$ cat src/rtl/dafir_pkg.sv
package dafir_pkg;
   typedef enum logic {ST_IDLE, ST_RUN} run_state_t;

   function automatic int unsigned cnt_width(input int unsigned steps);
      cnt_width = (steps > 1) ? $clog2(steps) : 1;
   endfunction
endpackage

$ cat src/rtl/dafir_lut.sv
module dafir_lut #(
   parameter int N  = 4,
   parameter int EW = 11,
   parameter int RB = 1
) (
   input  logic             clk,
   input  logic             rst_n,
   input  logic             lock,
   input  logic             we,
   input  logic [N-2:0]     waddr,
   input  logic [EW-1:0]    wdata,
   input  logic [RB*N-1:0]  slices,
   output logic [RB*EW-1:0] rd
);
   localparam int DEPTH = 1 << (N - 1);

   logic [EW-1:0] mem [DEPTH];

   always_ff @(posedge clk) begin
      if (we && !lock) mem[waddr] <= wdata;
   end

   for (genvar r = 0; r < RB; r++) begin : g_port
      logic          flip;
      logic [N-2:0]  idx;
      logic [EW-1:0] raw;
      assign flip = slices[r*N + N - 1];
      assign idx  = slices[r*N +: N-1] ^ {(N-1){flip}};
      assign raw  = mem[idx];
      assign rd[r*EW +: EW] = flip ? (~raw + EW'(1)) : raw;
   end

   for (genvar i = 0; i < DEPTH; i++) begin : g_frozen
      // the table is frozen while a run is in progress
      assert_tab_frozen_R7: assert property (@(posedge clk) disable iff (!rst_n)
         lock |=> $stable(mem[i]));
   end
endmodule

$ cat src/rtl/dafir_ctrl.sv
module dafir_ctrl
   import dafir_pkg::*;
#(
   parameter int N  = 4,
   parameter int CW = 8,
   parameter int RB = 1
) (
   input  logic            clk,
   input  logic            rst_n,
   input  logic            start,
   input  logic [N*CW-1:0] coef_in,
   output logic            load,
   output logic            busy,
   output logic            last,
   output logic [RB*N-1:0] slices
);
   localparam int NC   = CW / RB;
   localparam int CNTW = cnt_width(NC);

   run_state_t      state;
   logic [CNTW-1:0] cnt;
   logic [N*CW-1:0] creg;

   assign load = start && (state == ST_IDLE);
   assign busy = (state == ST_RUN);
   assign last = busy && (cnt == CNTW'(NC - 1));

   for (genvar r = 0; r < RB; r++) begin : g_slice
      for (genvar k = 0; k < N; k++) begin : g_tap
         assign slices[r*N + k] = creg[k*CW + r];
      end
   end

   always_ff @(posedge clk or negedge rst_n) begin
      if (!rst_n) begin
         state <= ST_IDLE;
         cnt   <= '0;
         creg  <= '0;
      end else if (load) begin
         state <= ST_RUN;
         cnt   <= '0;
         creg  <= coef_in;
      end else if (busy) begin
         cnt <= cnt + CNTW'(1);
         for (int k = 0; k < N; k++) creg[k*CW +: CW] <= creg[k*CW +: CW] >> RB;
         if (last) state <= ST_IDLE;
      end
   end

   // a run cannot be cut short or restarted
   assert_run_holds_R8: assert property (@(posedge clk) disable iff (!rst_n)
      (busy && !last) |=> busy);
   // a run ends right after its final slice
   assert_run_ends_R5: assert property (@(posedge clk) disable iff (!rst_n)
      last |=> !busy);
endmodule

$ cat src/rtl/dafir_acc.sv
module dafir_acc #(
   parameter int CW = 8,
   parameter int EW = 11,
   parameter int RB = 1,
   parameter int HW = 15,
   parameter int YW = 18
) (
   input  logic             clk,
   input  logic             rst_n,
   input  logic             load,
   input  logic             step,
   input  logic             last,
   input  logic [EW-1:0]    offset,
   input  logic [RB*EW-1:0] parts,
   output logic [YW-1:0]    y_out,
   output logic             done
);
   localparam int FW = HW + CW;

   logic signed [HW-1:0] hi, term, sum_v, nhi;
   logic [CW-1:0]        lo, nlo;
   logic [FW-1:0]        fullv;

   always_comb begin
      term = '0;
      for (int r = 0; r < RB; r++) begin
         logic signed [HW-1:0] p;
         p = {{(HW-EW){parts[r*EW + EW - 1]}}, parts[r*EW +: EW]};
         p = p <<< r;
         if (last && (r == RB - 1)) term = term - p;
         else                       term = term + p;
      end
      sum_v = hi + term;
      nhi   = sum_v >>> RB;
      nlo   = {sum_v[RB-1:0], lo[CW-1:RB]};
      fullv = {nhi, nlo};
   end

   always_ff @(posedge clk or negedge rst_n) begin
      if (!rst_n) begin
         hi    <= '0;
         lo    <= '0;
         y_out <= '0;
         done  <= 1'b0;
      end else begin
         done <= 1'b0;
         if (load) begin
            hi <= {{(HW-EW){offset[EW-1]}}, offset};
            lo <= '0;
         end else if (step) begin
            hi <= nhi;
            lo <= nlo;
            if (last) begin
               y_out <= fullv[YW:1];
               done  <= 1'b1;
            end
         end
      end
   end

   // the running sum never leaves the accumulator range
   assert_no_overflow_R1: assert property (@(posedge clk) disable iff (!rst_n)
      step |-> (sum_v[HW-1] == sum_v[HW-2]));
endmodule

$ cat src/rtl/dafir_core.sv
module dafir_core #(
   parameter int N  = 4,
   parameter int CW = 8,
   parameter int XW = 8,
   parameter int RB = 1,
   localparam int EW = XW + $clog2(N) + 1,
   localparam int YW = XW + CW + $clog2(N)
) (
   input  logic            clk,
   input  logic            rst_n,
   input  logic            start,
   input  logic [N*CW-1:0] coef_in,
   input  logic [N*XW-1:0] samp_in,
   input  logic            tab_we,
   input  logic [N-2:0]    tab_addr,
   input  logic [EW-1:0]   tab_data,
   output logic [YW-1:0]   y_out,
   output logic            done
);
   localparam int HW = EW + 4;

   if (N < 2) begin : g_bad_n
      $error("dafir_core: N must be at least 2");
   end
   if (RB != 1 && RB != 2) begin : g_bad_rb
      $error("dafir_core: RB must be 1 or 2");
   end
   if ((CW % RB) != 0 || (CW / RB) < 2) begin : g_bad_cw
      $error("dafir_core: CW must be a multiple of RB with at least two steps");
   end

   logic             load, busy, last;
   logic [RB*N-1:0]  slices;
   logic [RB*EW-1:0] parts;
   logic [EW-1:0]    offset;

   always_comb begin
      logic [EW-1:0] acc;
      acc = '0;
      for (int k = 0; k < N; k++)
         acc = acc + {{(EW-XW){samp_in[k*XW + XW - 1]}}, samp_in[k*XW +: XW]};
      offset = ~acc + EW'(1);
   end

   dafir_ctrl #(.N(N), .CW(CW), .RB(RB)) u_ctrl (
      .clk(clk), .rst_n(rst_n), .start(start), .coef_in(coef_in),
      .load(load), .busy(busy), .last(last), .slices(slices)
   );

   dafir_lut #(.N(N), .EW(EW), .RB(RB)) u_lut (
      .clk(clk), .rst_n(rst_n), .lock(busy), .we(tab_we), .waddr(tab_addr),
      .wdata(tab_data), .slices(slices), .rd(parts)
   );

   dafir_acc #(.CW(CW), .EW(EW), .RB(RB), .HW(HW), .YW(YW)) u_acc (
      .clk(clk), .rst_n(rst_n), .load(load), .step(busy), .last(last),
      .offset(offset), .parts(parts), .y_out(y_out), .done(done)
   );

   // done is a single-cycle pulse
   assert_done_single_R5: assert property (@(posedge clk) disable iff (!rst_n)
      done |=> !done);
   // done only closes a run
   assert_done_after_run_R5: assert property (@(posedge clk) disable iff (!rst_n)
      done |-> ($past(busy) && !busy));
   // the result holds between pulses
   assert_y_hold_R6: assert property (@(posedge clk) disable iff (!rst_n)
      !done |-> $stable(y_out));
endmodule

$ cat config.mk
export PLATFORM = sky130hd
export DESIGN_NAME = dafir_core
export DESIGN_NICKNAME = d
export VERILOG_FILES = /design/src/rtl/dafir_pkg.sv /design/src/rtl/dafir_lut.sv /design/src/rtl/dafir_ctrl.sv /design/src/rtl/dafir_acc.sv /design/src/rtl/dafir_core.sv
export SDC_FILE = /design/constraint.sdc
export NUM_CORES = 1
export LEC_CHECK = 0
export CORE_UTILIZATION = 34
export CTS_CLUSTER_DIAMETER = 120
export DETAILED_ROUTE_END_ITERATION = 10
export DONT_BUFFER_PORTS = 1
export PLACE_DENSITY_LB_ADDON = 0.15
export SETUP_SLACK_MARGIN = 0.2
export SYNTH_ARGS = -nofsm -noshare
export SYNTH_HDL_FRONTEND = slang
export SYNTH_SLANG_ARGS = --single-unit
$ cat constraint.sdc
create_clock -name clk -period 4.7 [get_ports clk]
set_input_delay 0.47 -clock clk [delete_from_list [all_inputs] [get_ports clk]]
set_output_delay 0.47 -clock clk [all_outputs]
set_load 0.02 [all_outputs]
### Yosys cells after proc, flatten, opt, wreduce, memory -nomap -nowiden

Memories as Yosys holds them, arrays and structs flattened.
Cells that the tools add are included.

* bitwise gates (word level): 5
* reductions and logical operators: 6
* multiplexer cells: 18
* equal/unequal tests: 1
* $add $sub $neg: 8

Operator list (count)
* $mux 32: 2
* $mux 15: 3
* $add 11x1->11 const B: 2
* $not 11->11: 2
* $mux 8: 2
* $add 15x15->15: 1
* $sub 1x11->12 const A: 1
* $add 10x8->11: 1
* $mux 11: 1
* $add 9x8->10: 1
* $add 8x8->9: 1
* $mux 1: 8
* $mux 3: 2
* $add 3x1->3 const B: 1
* $eq 3x3->1 const B: 1
* $logic_and 1x1->1: 3
* $reduce_and 3->1: 1
* $xor 3x3->3: 1
* $not 1->1: 2
* $reduce_bool 2->1: 1
* $logic_not 1->1: 1

* logic and storage cells: 46
* memory bits (writable): 88
* register bits: 78
* input port bits: 82
* memories: 1
* output and inout port bits: 19

Memory list
* u_lut.mem: depth 8, width 11, rd ports 1, clocked after memory_dff 0, write ports 1, line dafir_lut.sv:17 `logic [EW-1:0] mem [DEPTH];`

### Logic depth before layout (Yosys ltp)

An unclocked memory read counts as a cell.

* depth in word-level cells: 10
* gate-level depth with buffers: 25
* mapped depth without buffers: 23

### Modules after synthesis

A second synthesis with hierarchy kept.

* cell total of the unflattened synthesis: 840
* area, all modules: 9796.9 µm²

By module, submodules not included
* dafir_lut: area an instance 4386.7 µm², cells an instance 251, times used 1, sequential area each 2642.5 µm²
* dafir_acc: area an instance 2558.7 µm², cells an instance 300, times used 1, sequential area each 975.9 µm²
* dafir_ctrl: area an instance 1691.6 µm², cells an instance 152, times used 1, sequential area each 900.9 µm²
* dafir_core: area an instance 1159.9 µm², cells an instance 137, times used 1, sequential area each 0.0 µm²

### Worst setup path before layout

Ideal clock, no wire load.

* kind: register to register
* start point: register u_ctrl.creg[8]
* end point: register u_acc.hi[11]
* library setup time: 0.122 ns
* period minus slack after synthesis: 4.650 ns
* setup slack: 0.050 ns
* buffers on the path: 2
* cell stages (with the launch flop): 24
* data required time: 4.578 ns
* arrival time: 4.528 ns
* cells stage by stage: dfrtp_1 > buf_6 > or3b_1 > buf_2 > nand2_4 > a221oi_1 > a41oi_2 > inv_2 > ha_1 > a21oi_1 > ha_1 > nor2_1 > a21oi_1 > fa_1 > a21o_1 > a21oi_1 > o21bai_1 > a21oi_1 > nor2_1 > o21a_1 > o31a_1 > o21ai_0 > nand2b_1 > a32o_1

* longest elaborated chain between the ends: 10

Ends and longest elaborated chain
* from (decl): line dafir_ctrl.sv:22 `logic [N*CW-1:0] creg;`
* from (signal assigned): line dafir_ctrl.sv:42 `creg <= coef_in;`
* $xor 3x3->3 *: line dafir_lut.sv:28 `assign idx = slices[r*N +: N-1] ^ {(N-1){flip}};`
* $mem_v2 8x11 *
* $not 11->11: line dafir_lut.sv:30 `assign rd[r*EW +: EW] = flip ? (~raw + EW'(1)) : raw;`
* $add 11x1->11: line dafir_lut.sv:30
* $mux 11 *: line dafir_lut.sv:30
* $sub 1x11->12: line dafir_acc.sv:30 `if (last && (r == RB - 1)) term = term - p;`
* $mux 15 *: line dafir_acc.sv:30
* $add 15x15->15 *: line dafir_acc.sv:33 `sum_v = hi + term;`
* $mux 15 *: line dafir_acc.sv:50 `end else if (step) begin`
* $mux 15 *: line dafir_acc.sv:47 `if (load) begin`
* to (signal assigned): line dafir_acc.sv:48 `hi <= {{(HW-EW){offset[EW-1]}}, offset};`
* to (signal assigned): line dafir_acc.sv:51 `hi <= nhi;`
* to (decl): line dafir_acc.sv:20 `logic signed [HW-1:0] hi, term, sum_v, nhi;`

Mark *: on every way between the ends. The rest lies on a longest branch, timed or not. The select of a mux whose other input is x is not followed.
A chain may end at the register's enable or synchronous reset.

### Worst setup path after layout

* start point: register u_ctrl.creg[8]
* end point: register u_acc.hi[13]

Same word-level chain as after synthesis.

==> summary.md <==
| Metric | Value |
|---|---|
| DPL Wire Length | `roughly 16000 um` |
| Vias in the first global route | `roughly 6.7k` |
| Count of pins over their slew limit | `0` |
| Netlist Area Pre-Place | `9077 um^2` |
| Total track usage | `between 10% and 20%` |
| Most numerous cell in the Yosys netlist | `nand2_1` |
| Post-synth top flop | `edfxtp_1` |
| Hold Path Depth | `0` |
| Leading post-synthesis cells by cell area | `edfxtp_1 29%, dfrtp_1 21%, nand2_1 4.8%` |
| Final WL | `around 23000 um` |
| Clock buffer depth | `2` |
| Sink Count | `between 150 and 200` |
| Final TNS setup | `0 ns` |
| Worst-margin pin slew | `between 0.9 and 1 ns` |
| Clock slew at reported path FFs | `~0.06 ns` |
| Core ar. | `26130 um^2` |
| Largest net degree at the start of global routing | `88` |
| Outcome | `finished with violations` |
| Failing checks | `DRC` |
| M1 GR Usage | `a little under a quarter` |
| Worst Hold Margin | `0.1460 ns` |
| Kind of critical path | `flop to flop` |
| Most common library cells after synthesis | `115 x nand2_1, 88 x edfxtp_1, 75 x dfrtp_1` |
| Die area | `between 20000 and 30000 um^2` |
| Endpoints failing setup | `0` |
| Met2 Use GR | `between 20% and 30%` |
| FP Rows | `around 60` |
| # H-tree levels | `4` |
| Via Count | `about 6.5k` |
| Syn nets | `between 900 and 1k` |
| Vias/cell | `about 5.3` |
| Global-route wire length before repair | `between 30000 and 40000 um` |
| Syn avg cell area | `around 11 um^2` |
| Sequential fraction of the synthesis area | `49.79%` |
| Worst reg-to-reg path cell count | `22` |
| Area added between synthesis and finish | `19.55%` |
| Yosys Warn Count | `0` |
| Leading area contributor after synthesis | `edfxtp_1` |
| PortBufs | `0` |
| CP Max Fanout | `6` |
| # DRC | `7` |
| Final ANT Viol Nets | `0` |
| Crit share post-route | `a little over nine tenths` |
| Seq cells post-synth | `roughly 160` |
| Rel. slew slack | `34.96%` |
| Final Hold Fails | `0` |
| Initial antenna violation count | `1` |
| Synth top area share | `between 20 and 30%` |
| Root buf cell | `clkbuf_16` |
| CTS Buf Count | `17` |
| Starting Density | `a little over a third` |
| Post-synth ARST share | `a little under half` |
| Worst Skew | `0.008231 ns` |
| TritonCTS clock tree | `yes` |
| Die X | `~170 um` |
| CP Launch Type | `flop` |
| Gr busiest metal | `met2` |
| CP arrival | `slightly below 5 ns` |
| Routed WL per cell | `around 19 um` |
| Post-Layout Cell Count | `1219` |
| Total gr overflow | `0` |
| Synth Instances | `approximately 800` |
| GR Layer Usage met3 | `under 10%` |
| RSZ-0062 raised after global routing | `yes` |
| Distinct cells, synth | `a little under 80` |
| Detailed Routing Iterations Pass 1 | `8` |
| Share of layout cells above drive strength 1 | `roughly a quarter` |
| Max cap viols | `0` |
| Die height | `around 170 um` |
| Setup crit end kind | `flop` |
| Fin nets | `~1000` |
| Tmin final | `4.597 ns` |
| Placer Congestion | `0.8289` |
| Placed cell count | `~1.2k` |
| Initial DRC count | `a little over 400` |
| Highest Clock Rate | `~220 MHz` |
| Worst hold-check path type | `input pin to flop` |
| Worst endpoint required time | `~5.0 ns` |
| # IOs | `around 100` |
| Post-synth EDFFs | `88` |
| Worst skew pair latency | `between 0.4 and 0.5 ns` |
-- critical path: stages, from the launching register on --
cell and delay [ns]:
dfrtp_2 0.42, buf_4 0.16, or3b_4 0.43, a21boi_2 0.18, nor4_2 0.07, a41oi_2 0.21
inv_2 0.08, ha_4 0.17, inv_2 0.05, nor2_2 0.04, a22oi_2 0.27, and4_1 0.23
mux2i_1 0.08, a211oi_2 0.25, nand3_2 0.16, o31ai_4 0.25, xnor2_1 0.11, ha_2 0.35
o21a_1 0.12, o31a_1 0.21, o211ai_1 0.16, a31o_2 0.27, a22o_1 0.22
-- flip-flops by register name, indices dropped and copies added (netlist names) --
| register | cells |
|---|---|
| u_acc.done | 1 |
| u_ctrl.cnt | 3 |
| u_lut.mem | 88 |
| u_acc.y_out | 18 |
| u_acc.hi | 14 |
| u_ctrl.creg | 32 |
| u_ctrl.busy | 1 |
| u_acc.lo | 6 |
-- metal layers --
| layer | wire [um] | vias to the layer above |
|---|---|---|
| li1 | - | 3099 |
| met1 | 10190 | 3190 |
| met2 | 10830 | 147 |
| met3 | 1175 | 25 |
| met4 | 447 | 0 |
| met5 | 0 | - |
-- final cells by class --
| class | instances | area, um^2 |
|---|---|---|
| Sequential cell | 163 | 4526 |
| Clock inverter | 9 | 68.82 |
| Fill cell | 2500 | 15280 |
| Tap cell | 335 | 419.2 |
| Antenna cell | 1 | 2.502 |
| Multi-Input combinational cell | 585 | 4584 |
| Timing Repair Buffer | 87 | 686.9 |
| Inverter | 16 | 60.06 |
| Clock buffer | 23 | 504.2 |
-- logic make-up after synthesis --
logic type               count (synthesis)  share of synthesized area, %
adder cells (fa/ha/maj)                 47                         7.967
buffers and inverters                   56                         2.853
flip-flops                             163                         49.79
XOR/XNOR                                47                         4.535
AND/OR/NAND/NOR                        232                         12.60
AO/OA/AOI/OAI                          210                         16.35
multiplexers                            49                         5.913
-- path summary, 6_finish.rpt --
kind,end,slack (ns),startpoint
max,u_acc.hi[13],0.10,u_ctrl.creg[8]
min,u_lut.mem[6][0],0.15,tab_data[0]
max reg2reg,u_acc.hi[13],0.10,u_ctrl.creg[8]
max in group asynchronous,u_ctrl.busy,3.75,rst_n
min reg2reg,u_ctrl.creg[28],0.48,u_ctrl.creg[29]
min in group asynchronous,u_ctrl.creg[30],0.59,rst_n
-- per-stage QoR --
step | util [%] | setup WS (ns) | cell area [um^2]
floorplan | - | 0.1836 | 9102
global placement | 37.58 | 0.1361 | 9819
detailed placement | 37.58 | -0.0008722 | 9819
CTS | 40.76 | 0.1453 | 10650
global route | 41.53 | -0.1730 | 10850
finish | 41.53 | 0.1031 | 10850
-- cell usage in the layout (no fill, tap or decap), drive strengths merged, types with 4 or more instances in the layout --
cell type  instances
a221o              8
nor2              31
a31oi              7
nor3              15
nand2b             7
ha                29
nor2b             11
edfxtp            88
o21ai             58
a21o               6
nand3             14
a21boi            23
nor3b              4
o21bai             4
mux2i             43
o21a               6
or3                5
inv               19
dfrtp             75
mux2               4
a31o               8
nor4              10
o211ai             5
fa                18
clkbuf            23
or2                7
xnor2             34
a211oi             6
a21oi             29
nand2            117
a22o              12
buf               86
xor2              13
a221oi             6
-- timing repair --
action | CTS | global route
buffers inserted | 15 | 6
hold buffers | 2 | 0
resized for setup | 37 | 33
gates cloned | 0 | 0
endpoints found under the setup margin | 7 | 13
endpoints found under the hold margin | 75 | 0
pin swaps | 24 | 28
Power is left out: the tool's default activity adds up to more than one toggle a clock period on the data nets, which glitch-free logic cannot reach.
